## config.mk

```make
export PLATFORM = sky130hd
export DESIGN_NAME = load_probe_seq
export DESIGN_NICKNAME = d
export VERILOG_FILES = /design/src/rtl/load_probe_pkg.sv /design/src/rtl/load_probe_sel_map.sv /design/src/rtl/load_probe_timer.sv /design/src/rtl/load_probe_seq.sv
export SDC_FILE = /design/constraint.sdc
export NUM_CORES = 1
export LEC_CHECK = 0
export ABC_AREA = 1
export CAP_MARGIN = 20
export CORE_MARGIN = 2
export CORE_UTILIZATION = 42
export DETAILED_ROUTE_END_ITERATION = 10
export PLACE_DENSITY_LB_ADDON = 0.1
export SKIP_LAST_GASP = 1
export SYNTH_ARGS = -nofsm -noshare
export SYNTH_HDL_FRONTEND = slang
export SYNTH_HIERARCHICAL = 1
export SYNTH_SLANG_ARGS = --single-unit
```

## constraint.sdc

```tcl
create_clock -name clk_i -period 1.5 [get_ports clk_i]
set_input_delay 0.225 -clock clk_i [delete_from_list [all_inputs] [get_ports clk_i]]
set_output_delay 0.225 -clock clk_i [all_outputs]
set_load 0.01 [all_outputs]
```

## src/rtl/load_probe_pkg.sv

```systemverilog
`timescale 1ns/1ps
package load_probe_pkg;

  typedef enum logic [1:0] {
    ST_IDLE  = 2'd0,
    ST_SETUP = 2'd1,
    ST_EVAL  = 2'd2
  } probe_state_e;

  // ceil(ns / period), never below one cycle
  function automatic int unsigned ns_to_cycles(int unsigned ns, int unsigned period_ps);
    int unsigned c;
    c = (ns * 1000 + period_ps - 1) / period_ps;
    return (c == 0) ? 1 : c;
  endfunction

  function automatic int unsigned max_u(int unsigned a, int unsigned b);
    return (a > b) ? a : b;
  endfunction

endpackage

```

## src/rtl/load_probe_sel_map.sv

```systemverilog
`timescale 1ns/1ps
module load_probe_sel_map (
  input  logic [1:0] chan_i,
  output logic [1:0] code_o
);
  // channels 1 and 2 trade codes; 0 and 3 map straight
  always_comb begin
    unique case (chan_i)
      2'd0:    code_o = 2'b00;
      2'd1:    code_o = 2'b10;
      2'd2:    code_o = 2'b01;
      default: code_o = 2'b11;
    endcase
  end
endmodule

```

## src/rtl/load_probe_timer.sv

```systemverilog
`timescale 1ns/1ps
module load_probe_timer #(
  parameter int unsigned W = 8
) (
  input  logic         clk_i,
  input  logic         rst_ni,
  input  logic         load_i,
  input  logic [W-1:0] load_val_i,
  output logic         zero_o
);
  logic [W-1:0] cnt_q;

  always_ff @(posedge clk_i or negedge rst_ni) begin
    if (!rst_ni)            cnt_q <= '0;
    else if (load_i)        cnt_q <= load_val_i;
    else if (cnt_q != '0)   cnt_q <= cnt_q - 1'b1;
  end

  assign zero_o = (cnt_q == '0);
endmodule

```

## src/rtl/load_probe_seq.sv

```systemverilog
`timescale 1ns/1ps
module load_probe_seq
  import load_probe_pkg::*;
#(
  parameter int unsigned CLK_PERIOD_PS = 13334,
  parameter int unsigned SEL_SETUP_NS  = 100,
  parameter int unsigned STROBE_LOW_NS = 200,
  parameter int unsigned SETTLE_NS     = 100
) (
  input  logic       clk_i,
  input  logic       rst_ni,
  input  logic       start_i,
  input  logic [1:0] chan_i,
  input  logic       cmp_i,
  output logic [1:0] sel_o,
  output logic       strobe_no,
  output logic       busy_o,
  output logic       done_o,
  output logic       load_o
);
  localparam int unsigned SETUP_CYC  = ns_to_cycles(SEL_SETUP_NS, CLK_PERIOD_PS);
  localparam int unsigned LOW_CYC    = ns_to_cycles(STROBE_LOW_NS, CLK_PERIOD_PS);
  localparam int unsigned SETTLE_CYC = ns_to_cycles(SETTLE_NS, CLK_PERIOD_PS);
  localparam int unsigned EVAL_CYC   = max_u(LOW_CYC, SETTLE_CYC);
  localparam int unsigned CNT_MAX    = max_u(SETUP_CYC, EVAL_CYC);
  localparam int unsigned CNT_W      = $clog2(CNT_MAX + 1);

  probe_state_e state_q, state_d;
  logic [1:0]   sel_q, code_w;
  logic         strobe_q, done_q, load_q;
  logic         tmr_load, tmr_zero;
  logic [CNT_W-1:0] tmr_val;

  load_probe_sel_map u_map (
    .chan_i (chan_i),
    .code_o (code_w)
  );

  load_probe_timer #(.W(CNT_W)) u_tmr (
    .clk_i      (clk_i),
    .rst_ni     (rst_ni),
    .load_i     (tmr_load),
    .load_val_i (tmr_val),
    .zero_o     (tmr_zero)
  );

  always_comb begin
    state_d  = state_q;
    tmr_load = 1'b0;
    tmr_val  = '0;
    unique case (state_q)
      ST_IDLE: if (start_i) begin
        state_d  = ST_SETUP;
        tmr_load = 1'b1;
        tmr_val  = CNT_W'(SETUP_CYC - 1);
      end
      ST_SETUP: if (tmr_zero) begin
        state_d  = ST_EVAL;
        tmr_load = 1'b1;
        tmr_val  = CNT_W'(EVAL_CYC - 1);
      end
      ST_EVAL: if (tmr_zero) state_d = ST_IDLE;
      default: state_d = ST_IDLE;
    endcase
  end

  always_ff @(posedge clk_i or negedge rst_ni) begin
    if (!rst_ni) begin
      state_q  <= ST_IDLE;
      sel_q    <= 2'b00;
      strobe_q <= 1'b1;
      done_q   <= 1'b0;
      load_q   <= 1'b0;
    end else begin
      state_q <= state_d;
      done_q  <= 1'b0;
      if (state_q == ST_IDLE && start_i) sel_q <= code_w;
      if (state_q == ST_SETUP && tmr_zero) strobe_q <= 1'b0;
      if (state_q == ST_EVAL && tmr_zero) begin
        strobe_q <= 1'b1;
        load_q   <= ~cmp_i;
        done_q   <= 1'b1;
      end
    end
  end

  assign sel_o     = sel_q;
  assign strobe_no = strobe_q;
  assign busy_o    = (state_q != ST_IDLE);
  assign done_o    = done_q;
  assign load_o    = load_q;
endmodule

```

==> results.toml <==
[sta]
skew_ns = 0.00437
timing.setup.tns_ns = 0
fin_crit_ns = 1.39
slew_headroom = 0.674
tightestPinTransition_ns = 0.488
slew_viol_final = 0
fmax_ghz = 0.721
fin_crit_sh = 0.924
worst_slack_ns = 0.114
hold_violations = 0
setup_viol = 0

[cells_and_area]
drive_gt1_frac = 0.207
nNetsFinal = 100
stdcell_area_sq_um = 764
area_delta_synth_final_pct = 39.8
fin_cells = 107
insertedDiodeCount = 0

[place]
hpwl_um = 761
gp_congestion = 0.713
place_ws_ns = 0.0676
port_buffers = 11
dpl_cell_area_sq_um = 701
placed_cells = 99

[setup_path]
slowest_stage = "dfrtp_1"
crit_family = "simple AND/OR/NAND/NOR gates"
worstPathCellList = "inv_1, ha_1, nand2_1, inv_1, nand3_2, nand2_2, inv_2, nand2_1, inv_1, nand2_1, nand2_1"
path_class = "reg -> reg"
worstPathMaxFanout = 7
cpMostUsedCell = "nand2_1"
r2r_start = "u_tmr/cnt_q[1]"
startpoint_type = "register"
cp_slowest_stage_delay_ns = 0.37
end_kind = "register"
arrival_ns = 1.55
required_ns = 1.66
crit_buf_inv = 4
cp-startpoint = "u_tmr/cnt_q[1]"

[clock_network]
cts_root_buf = "clkbuf_4"
cts_buffer_depth = 2
clock_latency_ns = 0.26
holdBufCountCts = 0
clock-sinks = 11
htreeDepth = 1
cts.clk_slew.worst_paths_ns = 0.07
cts_made_buffers = 3
tritoncts = "built"

[drt]
avgRoutedWirePerCell_um = 9.25
vias = 482
wl_met2_um = 455
drc = 0
wl_met3_um = 40
drt_iter0_markers = 11
dr.pass1.iters = 4
vias_per_cell = 4.50
drt_wl_total_um = 990
wl_met1_um = 456
final_antenna_net_count = 0
routed.top_layer = "met4"

[synth]
synth_area_sq_um = 547
synth_cells = 71
synth.area.top_cells = "dfrtp_1, nand2_1, inv_1"
synth_seq_cells = 11
synthTopCellsByCount = "nand2_1, inv_1, dfrtp_1"
synth_edf_count = 0
yosysWarnings = 6
yosys.area.top_type = "dfrtp_1"
synth-async-reset-ratio = 1.00
synth_most_common_cell = "nand2_1"
ys_types = 14
synth_nets = 78
syn_area_per_cell_sq_um = 7.70
synth_top_area_share = 0.458
yosysSeqAreaShare = 0.506
ys.flop_type = "dfrtp_1"

[floorplanning]
std_cell_rows = 13
io_pins = 12
start_util = 0.437
die_h_um = 40.1
die_area_sq_um = 1610
die_w_um = 40.1
coreArea_sq_um = 1250

[run]
cap_violations = 0

[pwr]
ir_drop_mv = 1.01
power.density_nw_per_um2 = 2180
p_leak_nw = 0.426
fin_total_pwr_mw = 1.67

[grt]
grt_max_degree = 12
grt_pass1_wl_um = 1490
grt_pass1_vias = 370
grt_overflow = 0
antenna_found_initial = 0
grtUsageTotal = 0.154

[status]
status = "complete, no violations"

[hold_path]
min-delay-path-class = "in -> async"
repair_timing:
action / 4_1_cts / 5_1_grt
endpoints found under the setup margin: 2 / 4
pin swaps: 0 / 1
setup buffers: 2 / 2
gates resized for setup: 3 / 2
through the flow:
stage	hold WS, ns	util
2_1_floorplan	-0.0706	-
3_3_place_gp	0.448	0.559
3_5_place_dp	0.458	0.559
4_1_cts	0.302	0.594
5_1_grt	0.317	0.610
6_report	0.288	0.610
sequential cells by signal, summed over array words and instances (netlist names):
register / flops
state_q: 2
sel_o: 2
strobe_no: 1
load_o: 1
done_o: 1
u_tmr/cnt_q: 4
cells in the final DEF, fill, tap and decap left out:
cell	n
inv_1	13
nand4_1	1
clkbuf_4	3
o21ai_0	5
nor2_2	1
clkbuf_1	1
nand3_1	6
clkdlybuf4s50_1	9
dfrtp_1	10
xnor2_1	1
nor2_4	1
nand2_1	23
nor2_1	1
dfstp_2	1
ha_1	1
nand3_2	2
inv_2	1
dlygate4sd2_1	2
buf_4	8
nand2_2	2
kinds of logic (layout without fill, tap and decap cells):
family | after synthesis | after routing | synth area share
buf+inv | 16 | 37 | 0.110
fa+ha+maj | 1 | 1 | 0.0229
flops | 11 | 11 | 0.506
xor+xnor | 1 | 1 | 0.0160
compound gates | 5 | 5 | 0.0458
simple gates | 37 | 37 | 0.300
metal layers:
metal  track usage  vias to the layer above
met3        0.0500                        4
met5             0                        -
met1         0.183                      212
li1              -                      257
met4         0.155                        0
met2         0.210                        9
power breakdown:
group / leakage (nW) / internal, mW / switching [mW]
combinational: 0.275 / 0.458 / 0.489
clock: 0.0150 / 0.103 / 0.0913
sequential: 0.136 / 0.442 / 0.0861
path summary, 6_finish.rpt:
check,endpoint,slack (ns),cells after the start
hold reg to reg,strobe_no,0.46,2
hold / removal,u_tmr/cnt_q[3],0.29,1
setup / recovery,u_tmr/cnt_q[3],0.11,11
max in group asynchronous,strobe_no,0.86,1
setup reg to reg,u_tmr/cnt_q[3],0.11,11
min in group clk_i,strobe_no,0.46,2
cell type report:
cell class	count	area, sq um
Clock buffer	4	26.3
Fill cell	129	488
Inverter	14	52.6
Multi-Input combinational cell	44	223
Sequential cell	11	277
Tap cell	15	18.8
Timing Repair Buffer	19	168
Power figures use the tool's default switching activity.
